## src/rtl/spi_flag_pkg.sv

```systemverilog
package spi_flag_pkg;
  localparam int unsigned ADDR_W = 2;

  typedef enum logic [ADDR_W-1:0] {
    REG_CTRL = 2'd0,
    REG_STAT = 2'd1,
    REG_DATA = 2'd2
  } reg_sel_e;

  // control register bit positions
  localparam int unsigned CB_EN  = 0;
  localparam int unsigned CB_MST = 1;
  localparam int unsigned CB_IE  = 2;

  // status register bit positions
  localparam int unsigned SB_DONE = 0;
  localparam int unsigned SB_WCOL = 1;
  localparam int unsigned SB_OVR  = 2;
  localparam int unsigned SB_MODF = 3;
  localparam int unsigned STAT_BITS = 4;
endpackage

```

## src/rtl/spi_clr_seq.sv

```systemverilog
// Two-step clearing sequence: a first-step access arms it and records which
// flags were set at that moment. The very next access either completes it
// (second step) or cancels it.
module spi_clr_seq #(
  parameter int unsigned W = 1
) (
  input  logic         clk,
  input  logic         rst_n,
  input  logic         acc,
  input  logic         step1,
  input  logic         step2,
  input  logic [W-1:0] mask_in,
  output logic         fire,
  output logic [W-1:0] fire_mask
);
  logic         armed_q;
  logic [W-1:0] mask_q;

  always_ff @(posedge clk) begin
    if (!rst_n) begin
      armed_q <= 1'b0;
      mask_q  <= '0;
    end else if (acc) begin
      armed_q <= step1 && (|mask_in);
      mask_q  <= mask_in;
    end
  end

  assign fire      = acc && step2 && armed_q;
  assign fire_mask = mask_q;

  AST_SEQ_ABANDON: assert property (@(posedge clk) disable iff (!rst_n)
    (acc && !step1) |=> !armed_q);
endmodule

```

## src/rtl/spi_rx_hold.sv

```systemverilog
// Receive buffer with the byte-done and overrun flags.
module spi_rx_hold #(
  parameter int unsigned DATA_W = 8
) (
  input  logic              clk,
  input  logic              rst_n,
  input  logic              rx_valid,
  input  logic [DATA_W-1:0] rx_data,
  input  logic              done_clr,
  input  logic              ovr_clr,
  output logic              done,
  output logic              ovr,
  output logic [DATA_W-1:0] buf_data
);
  logic              done_q, ovr_q;
  logic [DATA_W-1:0] buf_q;
  logic              done_eff;

  // byte-done as it stands after this cycle's clear
  assign done_eff = done_q && !done_clr;

  always_ff @(posedge clk) begin
    if (!rst_n) begin
      done_q <= 1'b0;
      ovr_q  <= 1'b0;
      buf_q  <= '0;
    end else begin
      done_q <= done_eff;
      if (ovr_clr) ovr_q <= 1'b0;
      if (rx_valid) begin
        if (done_eff) begin
          ovr_q <= 1'b1;
        end else begin
          buf_q  <= rx_data;
          done_q <= 1'b1;
        end
      end
    end
  end

  assign done     = done_q;
  assign ovr      = ovr_q;
  assign buf_data = buf_q;

  AST_BUF_KEPT_ON_OVR: assert property (@(posedge clk) disable iff (!rst_n)
    (rx_valid && done_q && !done_clr) |=> $stable(buf_q));
  AST_OVR_NEEDS_DONE: assert property (@(posedge clk) disable iff (!rst_n)
    $rose(ovr_q) |-> $past(done_q));
endmodule

```

## src/rtl/spi_mode_ctrl.sv

```systemverilog
// Enable, master and interrupt-enable bits plus mode-fault detection/lock.
module spi_mode_ctrl (
  input  logic clk,
  input  logic rst_n,
  input  logic ctrl_wr,
  input  logic en_w,
  input  logic mst_w,
  input  logic ie_w,
  input  logic ss_n,
  input  logic fault_clr,
  output logic en,
  output logic mst,
  output logic ie,
  output logic modf
);
  logic en_q, mst_q, ie_q, modf_q;
  logic fault_hit;

  assign fault_hit = mst_q && !ss_n && !modf_q;

  always_ff @(posedge clk) begin
    if (!rst_n) begin
      en_q   <= 1'b0;
      mst_q  <= 1'b0;
      ie_q   <= 1'b0;
      modf_q <= 1'b0;
    end else begin
      if (ctrl_wr) begin
        ie_q <= ie_w;
        if (!modf_q || fault_clr) begin
          en_q  <= en_w;
          mst_q <= mst_w;
        end
        if (fault_clr) modf_q <= 1'b0;
      end
      if (fault_hit) begin
        modf_q <= 1'b1;
        en_q   <= 1'b0;
        mst_q  <= 1'b0;
      end
    end
  end

  assign en   = en_q;
  assign mst  = mst_q;
  assign ie   = ie_q;
  assign modf = modf_q;

  AST_FAULT_DROPS_MASTER: assert property (@(posedge clk) disable iff (!rst_n)
    $rose(modf_q) |-> (!en_q && !mst_q));
  AST_NO_FAULT_IN_SLAVE: assert property (@(posedge clk) disable iff (!rst_n)
    (!mst_q && !modf_q) |=> !modf_q);
  AST_LOCK_WHILE_FAULT: assert property (@(posedge clk) disable iff (!rst_n)
    modf_q |-> (!en_q && !mst_q));
endmodule

```

## src/rtl/spi_flag_ctrl.sv

```systemverilog
module spi_flag_ctrl
  import spi_flag_pkg::*;
#(
  parameter int unsigned DATA_W = 8
) (
  input  logic              clk,
  input  logic              rst_n,
  input  logic              bus_sel,
  input  logic              bus_wr,
  input  logic [ADDR_W-1:0] bus_addr,
  input  logic [DATA_W-1:0] bus_wdata,
  output logic [DATA_W-1:0] bus_rdata,
  input  logic              ss_n,
  input  logic              xfer_busy,
  input  logic              rx_valid,
  input  logic [DATA_W-1:0] rx_data,
  output logic              tx_valid,
  output logic [DATA_W-1:0] tx_data,
  output logic              spi_en,
  output logic              spi_master,
  output logic              irq
);
  localparam int unsigned RD_SEQ_W = 2; // {wcol, done}

  logic rd_ctrl, wr_ctrl, rd_stat, rd_data, wr_data;
  assign rd_ctrl = bus_sel && !bus_wr && (bus_addr == REG_CTRL);
  assign wr_ctrl = bus_sel &&  bus_wr && (bus_addr == REG_CTRL);
  assign rd_stat = bus_sel && !bus_wr && (bus_addr == REG_STAT);
  assign rd_data = bus_sel && !bus_wr && (bus_addr == REG_DATA);
  assign wr_data = bus_sel &&  bus_wr && (bus_addr == REG_DATA);

  logic en, mst, ie, modf, done, ovr, wcol_q;
  logic [DATA_W-1:0] buf_data;

  // data-side sequence: status read then data read clears done / wcol
  logic                rd_fire;
  logic [RD_SEQ_W-1:0] rd_mask;
  spi_clr_seq #(.W(RD_SEQ_W)) u_rd_seq (
    .clk      (clk),
    .rst_n    (rst_n),
    .acc      (bus_sel),
    .step1    (rd_stat),
    .step2    (rd_data),
    .mask_in  ({wcol_q, done}),
    .fire     (rd_fire),
    .fire_mask(rd_mask)
  );

  // fault sequence: status read then control write clears mode fault
  logic       mf_fire;
  logic [0:0] mf_mask;
  spi_clr_seq #(.W(1)) u_mf_seq (
    .clk      (clk),
    .rst_n    (rst_n),
    .acc      (bus_sel),
    .step1    (rd_stat),
    .step2    (wr_ctrl),
    .mask_in  (modf),
    .fire     (mf_fire),
    .fire_mask(mf_mask)
  );

  spi_mode_ctrl u_mode (
    .clk      (clk),
    .rst_n    (rst_n),
    .ctrl_wr  (wr_ctrl),
    .en_w     (bus_wdata[CB_EN]),
    .mst_w    (bus_wdata[CB_MST]),
    .ie_w     (bus_wdata[CB_IE]),
    .ss_n     (ss_n),
    .fault_clr(mf_fire && mf_mask[0]),
    .en       (en),
    .mst      (mst),
    .ie       (ie),
    .modf     (modf)
  );

  spi_rx_hold #(.DATA_W(DATA_W)) u_rx (
    .clk     (clk),
    .rst_n   (rst_n),
    .rx_valid(rx_valid),
    .rx_data (rx_data),
    .done_clr(rd_fire && rd_mask[0]),
    .ovr_clr (rd_stat),
    .done    (done),
    .ovr     (ovr),
    .buf_data(buf_data)
  );

  // write collision flag
  always_ff @(posedge clk) begin
    if (!rst_n) begin
      wcol_q <= 1'b0;
    end else if (wr_data && xfer_busy) begin
      wcol_q <= 1'b1;
    end else if (rd_fire && rd_mask[1]) begin
      wcol_q <= 1'b0;
    end
  end

  // transmit stream: one-cycle pulse, no back-pressure
  assign tx_valid = wr_data && !xfer_busy && en;
  assign tx_data  = bus_wdata;

  always_comb begin
    bus_rdata = '0;
    unique case (bus_addr)
      REG_CTRL: begin
        bus_rdata[CB_EN]  = en;
        bus_rdata[CB_MST] = mst;
        bus_rdata[CB_IE]  = ie;
      end
      REG_STAT: begin
        bus_rdata[SB_DONE] = done;
        bus_rdata[SB_WCOL] = wcol_q;
        bus_rdata[SB_OVR]  = ovr;
        bus_rdata[SB_MODF] = modf;
      end
      REG_DATA: bus_rdata = buf_data;
      default:  bus_rdata = '0;
    endcase
  end

  assign irq        = ie && (done || modf || ovr);
  assign spi_en     = en;
  assign spi_master = mst;

  AST_WCOL_NO_TX: assert property (@(posedge clk) disable iff (!rst_n)
    (wr_data && xfer_busy) |-> !tx_valid);
  AST_WCOL_SETS: assert property (@(posedge clk) disable iff (!rst_n)
    (wr_data && xfer_busy) |=> wcol_q);
  AST_WCOL_KEPT_ON_WRITE: assert property (@(posedge clk) disable iff (!rst_n)
    (wcol_q && wr_data) |=> wcol_q);
  AST_IRQ_MASKED: assert property (@(posedge clk) disable iff (!rst_n)
    !ie |-> !irq);
endmodule

```

## config.mk

```make
export PLATFORM = sky130hd
export DESIGN_NAME = spi_flag_ctrl
export DESIGN_NICKNAME = d
export VERILOG_FILES = /design/src/rtl/spi_flag_pkg.sv /design/src/rtl/spi_clr_seq.sv /design/src/rtl/spi_rx_hold.sv /design/src/rtl/spi_mode_ctrl.sv /design/src/rtl/spi_flag_ctrl.sv
export SDC_FILE = /design/constraint.sdc
export NUM_CORES = 1
export LEC_CHECK = 0
export CAP_MARGIN = 20
export CORE_ASPECT_RATIO = 1.1
export CORE_MARGIN = 2
export CORE_UTILIZATION = 44
export CTS_BUF_LIST = sky130_fd_sc_hd__clkbuf_4 sky130_fd_sc_hd__clkbuf_8
export DETAILED_ROUTE_END_ITERATION = 7
export GPL_TIMING_DRIVEN = 0
export HOLD_SLACK_MARGIN = 0.15
export PLACE_DENSITY_LB_ADDON = 0.08
export SLEW_MARGIN = 20
export SYNTH_ARGS = -nofsm -noshare
export SYNTH_HDL_FRONTEND = slang
export SYNTH_SLANG_ARGS = --single-unit
```

## constraint.sdc

```tcl
create_clock -name clk -period 2.2 [get_ports clk]
set_clock_uncertainty 0.15 [all_clocks]
set_input_delay 0.44 -clock clk [delete_from_list [all_inputs] [get_ports clk]]
set_output_delay 0.44 -clock clk [all_outputs]
set_load 0.05 [all_outputs]
```

After elaboration in Yosys (flattened, before gate mapping)
Index checks and enable logic that the tools add are counted. W data, S select, Z words.

Equal/unequal tests: 2. Muxes and demuxes: 12. Bitwise operators: 2. Reductions and logical operators: 39.

Operators by type and width (count): $logic_and A1 B1 Y1 (22); $mux W1 (9); $pmux W3 S3 (1); $reduce_and A2 Y1 (3); $reduce_bool A2 Y1 (3); $logic_not A1 Y1 (5); $mux W4 (1); $reduce_or A2 Y1 (2); $logic_or A1 B1 Y1 (3); $eq A2 B1 Y1 const B (1); $eq A2 B2 Y1 const B (1); $logic_not A2 Y1 (1); $not A1 Y1 (2); $pmux W1 S2 (1).

Bits of input ports: 25. Output and inout bits: 20. Register bits: 20.

Depth between registers and ports, before layout
Gate-level depths: netlist of the first run.

Depth in word-level cells: 10. Mapped depth: 6.

By module
A second synthesis of the first run with hierarchy kept.

Cells, all modules: 120. Area, all modules: 1104.8 um^2.

By module, submodules not included: spi_rx_hold (cells each 43, seq. area each 200.2 um^2, area an instance 411.6 um^2, times used 1); spi_flag_ctrl (cells each 39, seq. area each 20.0 um^2, area an instance 312.8 um^2, times used 1); spi_mode_ctrl (cells each 19, seq. area each 80.1 um^2, area an instance 177.7 um^2, times used 1); spi_clr_seq at u_rd_seq (cells each 11, seq. area each 60.1 um^2, area an instance 121.4 um^2, times used 1); spi_clr_seq at u_mf_seq (cells each 8, seq. area each 40.0 um^2, area an instance 81.3 um^2, times used 1).

Worst setup path after synthesis of the first run
No wires, ideal clock.

Path type: in2out. Start point: in bus_addr[0]. End point: out tx_valid. Stages on the path: 5. Arrival: 2042 ps. Setup slack: -432 ps. Data required time: 1610 ps. Path buffers: 1. Cell sequence: inv_1 > ha_1 > buf_2 > nand3_1 > nor3b_1.

Word-level cells in the longest chain between the ends: 4.

RTL lines: start, declared (RTL line spi_flag_ctrl.sv:10) `input logic [ADDR_W-1:0] bus_addr,`; $eq A2 B2 Y1 (RTL line spi_flag_ctrl.sv:30) `assign wr_data = bus_sel && bus_wr && (bus_addr == REG_DATA);`; $logic_and A1 B1 Y1 (RTL line spi_flag_ctrl.sv:30); $logic_and A1 B1 Y1 (2 in a row) (RTL line spi_flag_ctrl.sv:102) `assign tx_valid = wr_data && !xfer_busy && en;`; end, declared (RTL line spi_flag_ctrl.sv:17) `output logic tx_valid,`.

Every way passes these cells.

Worst setup path in the final report of the first run
Start point: in bus_wdata[2]. End point: out tx_data[2].

RTL lines: start, declared (RTL line spi_flag_ctrl.sv:11) `input logic [DATA_W-1:0] bus_wdata,`; end, declared (RTL line spi_flag_ctrl.sv:18) `output logic [DATA_W-1:0] tx_data,`.

No word-level cell between the ends.

==> flow_metrics.py, run 1 <==
metrics = {
    "placed_design": {
        "gp_congestion": 0.7247,
        "dpl.hpwl_um": 1876,
        "portBuffers": 37,
        "dpl_cell_area_sq_um": 1495,
        "dp_cells": 187,
        "pre_cts_slack_ns": -0.8873,
    },
    "cells_and_area": {
        "instances_no_fill": 190,
        "final_util_pct": 66.83,
        "syn_to_final_growth_pct": 41.85,
        "fin_nets": 190,
        "final_cell_area_sq_um": 1535,
        "fill_cells": 209,
        "multi_input_comb_area_sq_um": 614.3,
        "diodes": 0,
        "layout_commonest_cell": "clkdlybuf4s50_1",
        "regArea_sq_um": 400.4,
        "drive_above_1_share_pct": 22.50,
        "final_cell_mix": "clkdlybuf4s50_1, dfxtp_1, nand2_1",
    },
    "timing": {
        "relSlewSlack_pct": 66.90,
        "grt_setup_unrepaired": "no",
        "post-route-min-period_ns": 2.141,
        "finalSetupViolations": 0,
        "maxSlewViolCount": 0,
        "fmax_mhz": 467.0,
        "finalHoldViolations": 0,
        "tightest_slew_ns": 0.4950,
        "hold_ws_ns": 0.3016,
        "worst_slack_ns": 0.05876,
        "final.period_utilization_pct": 97.33,
        "fin_setup_tns_ns": 0,
    },
    "clocking": {
        "post_cts_buffers": 0,
        "clock-sinks": 20,
        "cts_max_path_buffers": 2,
        "cts_buffers": 3,
        "clock_latency_ns": 0.31,
        "cts_tree": "built",
        "clkSlewWorstSetupHoldPaths_ns": 0.11,
        "clock_tree.root_cell": "clkbuf_4",
        "ctsHoldBuffers": 0,
        "h-tree-depth": 1,
    },
    "detailed_routing": {
        "first_iter_violations": 29,
        "dr.pass1.iters": 4,
        "wl_per_cell_um": 13.32,
        "num_vias": 982,
        "ant_nets": 0,
        "routed_via_density": 5.168,
        "drc": 0,
        "wirelength_um": 2530,
    },
    "die": {
        "die_w_um": 51.29,
        "die_area_sq_um": 2873,
        "core_sq_um": 2297,
        "die_y_um": 56.02,
        "pin_count": 45,
        "num_rows": 18,
        "start_util_pct": 47.11,
    },
    "synth": {
        "ys.warnings.count": 0,
        "synthDistinctLibCells": 30,
        "syn_nets": 149,
        "syn_avg_cell_area_sq_um": 9.019,
        "synth_compound_area_share_pct": 16.07,
        "ys_seq_area_share_pct": 36.99,
        "synth_top_family_by_area": "simple AND/OR/NAND/NOR gates",
        "async_reset_ff_share_pct": 0,
        "ys.flop_type": "dfxtp_1",
        "yosysTopAreaCellShare_pct": 36.99,
        "ys_ff_latch": 20,
        "synthCells": 120,
        "yosys.area_share.adder_pct": 4.624,
        "synth-xor-area-share_pct": 0,
        "yosys.area_share.simple_pct": 21.97,
        "yosys.area.top_type": "dfxtp_1",
        "muxShareOfSynthArea_pct": 11.10,
        "synth-edff-count": 0,
        "synthTopCellsByArea": "dfxtp_1, mux2i_1, nand2_1",
        "syn_area_sq_um": 1082,
    },
    "setup_path": {
        "reg2reg_depth": 3,
        "startpoint_type": "input pin",
        "critPathMaxStageDelay_ns": 0.52,
        "r2r_end": "u_rx.buf_data[6]",
        "crit_chain": "clkdlybuf4s50_1 -> buf_4 -> dlygate4sd2_1",
        "cp.required_ns": 1.61,
        "end_kind": "primary output",
        "cp_slowest_cell": "dlygate4sd2_1",
        "path_class": "input pin to primary output",
        "critPathMaxFanout": 2,
        "rrSetupSlack_ns": 0.81,
        "rr_startpoint": "u_rd_seq.armed_q",
        "arrival_ns": 1.55,
        "crit_buf_inv": 3,
        "worst-path-stages": 3,
        "cpLargestDelayFamily": "buffers and inverters",
    },
    "power_and_ir_drop": {
        "fin_total_pwr_mw": 0.7933,
        "pwr-share-clk_pct": 27.5,
        "swShare_pct": 28.80,
        "leakagePower_nw": 0.6525,
        "powerDensity_nw_per_um2": 516.8,
        "p_seq_share_pct": 48.9,
        "internal_power_mw": 0.5649,
        "p_comb_share_pct": 23.7,
        "p_sw_mw": 0.2284,
        "ir_drop_uv": 396.1,
    },
    "status": {
        "status": "completed",
    },
    "worst_hold_path": {
        "holdPathStages": 3,
        "hp-class": "input pin to register",
        "hold_path.startpoint": "bus_sel",
        "hold_end": "u_mf_seq.fire_mask",
    },
    "global_routing": {
        "overflow": 0,
        "grt_max_degree": 12,
        "grtUsageTotal_pct": 19.64,
        "grt_antenna_before_repair": 0,
        "first_global_vias": 976,
        "grt_pass1_wl_um": 4312,
    },
    "flow_run": {
        "timing.max_cap.violations": 0,
    },
}
[power by group through the flow]
stage	clock network [mW]	registers [mW]	logic (mW)
floorplan	0	0.396	0.113
global placement	0	0.396	0.183
detailed placement	0	0.396	0.186
CTS	0.220	0.388	0.186
global route	0.241	0.390	0.202
finish	0.218	0.388	0.188
[worst max-delay path by stage]
stage                       startpoint            to  slack [ns]
after global routing       u_mode.modf           irq       0.007
final                     bus_wdata[2]    tx_data[2]        0.06
after global placement     bus_addr[0]  bus_rdata[1]       -0.87
after floorplan            bus_addr[0]      tx_valid        0.05
after detailed placement   bus_addr[0]  bus_rdata[1]       -0.89
after CTS                  bus_addr[0]  bus_rdata[1]       0.005
[what timing repair did]
action / in CTS / in global routing
resized for setup: 52 / 9
endpoints found under the setup margin: 13 / 4
pin swaps: 3 / 2
[cells by family (layout without fill, tap and decap cells)]
family	Yosys count	after routing
AO/OA/AOI/OAI	22	22
adder cells (fa/ha/maj)	4	4
buffers and inverters	16	56
flip-flops	20	20
multiplexers	12	12
AND/OR/NAND/NOR	46	46
[cell type report]
type	count	area share (%)
plain buffers	12	5.460
multi-input cells	84	40.02
well taps	30	2.445
repair buffers	37	22.90
flip-flops and latches	20	26.08
inverters	3	0.7335
clock buffers	4	2.363
[state kept, by name, summed over array words and instances, names as in the netlist]
name / flops
u_rd_seq.fire_mask: 2
u_rx.buf_data: 8
u_mode.en: 1
wcol_q: 1
u_mode.modf: 1
u_mode.mst: 1
u_mf_seq.armed_q: 1
u_rd_seq.armed_q: 1
u_mf_seq.fire_mask: 1
u_rx.done: 1
u_mode.ie: 1
u_rx.ovr: 1
[synth_stat cells (2+ instances only)]
cell type,number
a21boi_0,5
clkbuf_1,2
nor2b_1,7
o21ai_0,4
a222oi_1,3
nand3_1,4
o21a_1,2
nand2_1,19
inv_1,3
and2_1,4
buf_2,2
nor2_1,5
mux2i_1,12
a21oi_1,3
buf_4,8
dfxtp_1,20
ha_1,4
[layer usage]
metal  part of all wire [%]  track usage, %  up-vias
met5                      0               0        -
li1                       -               -      490
met4                    1.1           9.023        0
met1                     42           23.38      449
met3                    6.3           4.570        4
met2                     51           32.84       39
[worst min-delay path, cell delays in order]
cell and delay, ns:
buf_6 0.11, mux2i_1 0.07, nor2b_1 0.09
Note: power is estimated with default switching activity, not from simulation.
==> run 2: changes to the inputs <==
CAP_MARGIN = not set   (was 20)
CORE_UTILIZATION = 39   (was 44)
clock period = 1.9 ns   (was 2.2 ns; I/O delays follow)
==> run 2 against run 1 <==
  * Via count shrank 2.4%
  * Worst hold slack lost 0.052 ns
  * Critical path depth increased by 4
  * Clock-buffer cell count down 1
  * Register-to-register slack worse by 0.30 ns
  * Global-route usage fell by 1.8 points
  * Clock power down 9.2%
  * First-iteration DRC count rose by 14%
  * Largest cell class unchanged
  * Highest routed layer unchanged
==> flow_metrics.py, run 2 (synthesis gave the netlist of run 1 again) <==
metrics = {
    "timing": {
        "final.period_utilization_pct": 99.42,
        "post-route-min-period_ns": 1.889,
        "grt_setup_unrepaired": "yes",
        "worst_slack_ns": 0.01111,
        "finalSetupViolations": 0,
        "maxSlewViolCount": 0,
        "tightest_slew_ns": 0.4912,
        "fmax_mhz": 529.4,
        "fin_setup_tns_ns": 0,
        "finalHoldViolations": 0,
        "relSlewSlack_pct": 67.15,
    },
    "setup_path": {
        "arrival_ns": 1.36,
        "critPathMaxFanout": 5,
        "rrSetupSlack_ns": 0.51,
        "cp.required_ns": 1.37,
        "path_class": "input pin to primary output",
        "end_kind": "primary output",
        "reg2reg_depth": 3,
        "startpoint_type": "input pin",
    },
    "clocking": {
        "clock_latency_ns": 0.29,
        "h-tree-depth": 1,
        "cts_max_path_buffers": 2,
        "clkSlewWorstSetupHoldPaths_ns": 0.10,
        "cts_buffers": 3,
        "ctsHoldBuffers": 0,
        "clock_tree.root_cell": "clkbuf_4",
        "clock-sinks": 20,
        "cts_tree": "built",
    },
    "die": {
        "core_sq_um": 2703,
        "pin_count": 45,
        "num_rows": 20,
        "start_util_pct": 40.05,
        "die_area_sq_um": 3213,
        "die_w_um": 54.23,
        "die_y_um": 59.25,
    },
    "detailed_routing": {
        "num_vias": 958,
        "wirelength_met1_um": 1140,
        "route.met2.wl_um": 1301,
        "routed_via_density": 4.888,
        "dr_wl_met3_um": 158,
        "maxUsedRoutingLayer": "met4",
        "wl_per_cell_um": 13.35,
        "dr.pass1.iters": 4,
        "wirelength_um": 2617,
        "first_iter_violations": 33,
        "ant_nets": 0,
        "drc": 0,
    },
    "cells_and_area": {
        "fin_nets": 194,
        "fill_cells": 268,
        "syn_to_final_growth_pct": 47.05,
        "regArea_sq_um": 400.4,
        "layout_commonest_cell": "dfxtp_1",
        "multi_input_comb_area_sq_um": 629.4,
        "drive_above_1_share_pct": 29.45,
        "largest_reg_flops": 8,
        "final_cell_mix": "dfxtp_1, nand2_1, clkdlybuf4s50_1",
        "diodes": 0,
    },
    "global_routing": {
        "grt_max_degree": 11,
        "first_global_vias": 944,
        "overflow": 0,
        "grtUsageTotal_pct": 17.81,
        "grt_pass1_wl_um": 4140,
        "grt_antenna_before_repair": 0,
    },
    "power_and_ir_drop": {
        "leakagePower_nw": 0.6846,
        "ir_drop_uv": 390.0,
        "powerDensity_nw_per_um2": 551.2,
    },
    "placed_design": {
        "dpl.hpwl_um": 1899,
        "pre_cts_slack_ns": -1.120,
        "portBuffers": 37,
        "gp_congestion": 0.7552,
    },
    "worst_hold_path": {
        "hp-class": "input pin to register",
        "holdPathStages": 3,
    },
    "status": {
        "status": "completed",
    },
    "flow_run": {
        "timing.max_cap.violations": 0,
    },
}
## run 2: layout make-up
cell class	instances	share of cell area, %
Buffer	13	5.975
Clock buffer	3	1.415
Inverter	3	1.022
Multi-Input combinational cell	84	39.54
Sequential cell	20	25.16
Tap cell	33	2.594
Timing Repair Buffer	40	24.29
## run 2: power by group
| group | total, mW | internal, mW | switching [mW] |
|---|---|---|---|
| clock network | 0.198 | 0.0738 | 0.124 |
| registers | 0.450 | 0.437 | 0.0130 |
| logic | 0.229 | 0.109 | 0.120 |
| total | 0.877 | 0.620 | 0.258 |
## run 2: layer usage
| metal | vias to the layer above | GRT usage [%] |
|---|---|---|
| met5 | - | 0 |
| met4 | 0 | 7.500 |
| met3 | 2 | 2.525 |
| met2 | 32 | 30.98 |
| met1 | 432 | 21.35 |
| li1 | 492 | - |
## run 2: worst paths after layout
check | from | end
worst max-delay path | bus_addr[0] | bus_rdata[1]
worst min-delay path | bus_sel | u_mf_seq.fire_mask
worst max register to register | u_rd_seq.armed_q | u_rx.buf_data[2]
worst min register to register | u_rx.buf_data[7] | u_rx.buf_data[7]
## run 2: metrics by stage
step	total power [mW]	cell area (sq um)	instances	hold WS (ns)	util, %
2_1_floorplan	0.5916	1097	120	0.2834	-
3_3_place_gp	0.6736	1509	190	0.2913	55.83
3_5_place_dp	0.6773	1509	190	0.3041	55.83
4_1_cts	0.8861	1595	196	0.2407	59.03
5_1_grt	0.9136	1592	196	0.2612	58.89
6_report	0.8772	1592	196	0.2496	58.89
## run 2: timing repair
action / in CTS / in global routing
setup buffers: 2 / 0
resized for setup: 85 / 3
setup endpoints to repair: 24 / 3
pin swaps: 7 / 4
cloned: 1 / 0
## run 2: critical path, stage by stage
cell and delay [ns]:
buf_8 0.09, inv_6 0.04, ha_4 0.16, buf_6 0.12
a222oi_1 0.35, nor2_2 0.06, buf_6 0.16
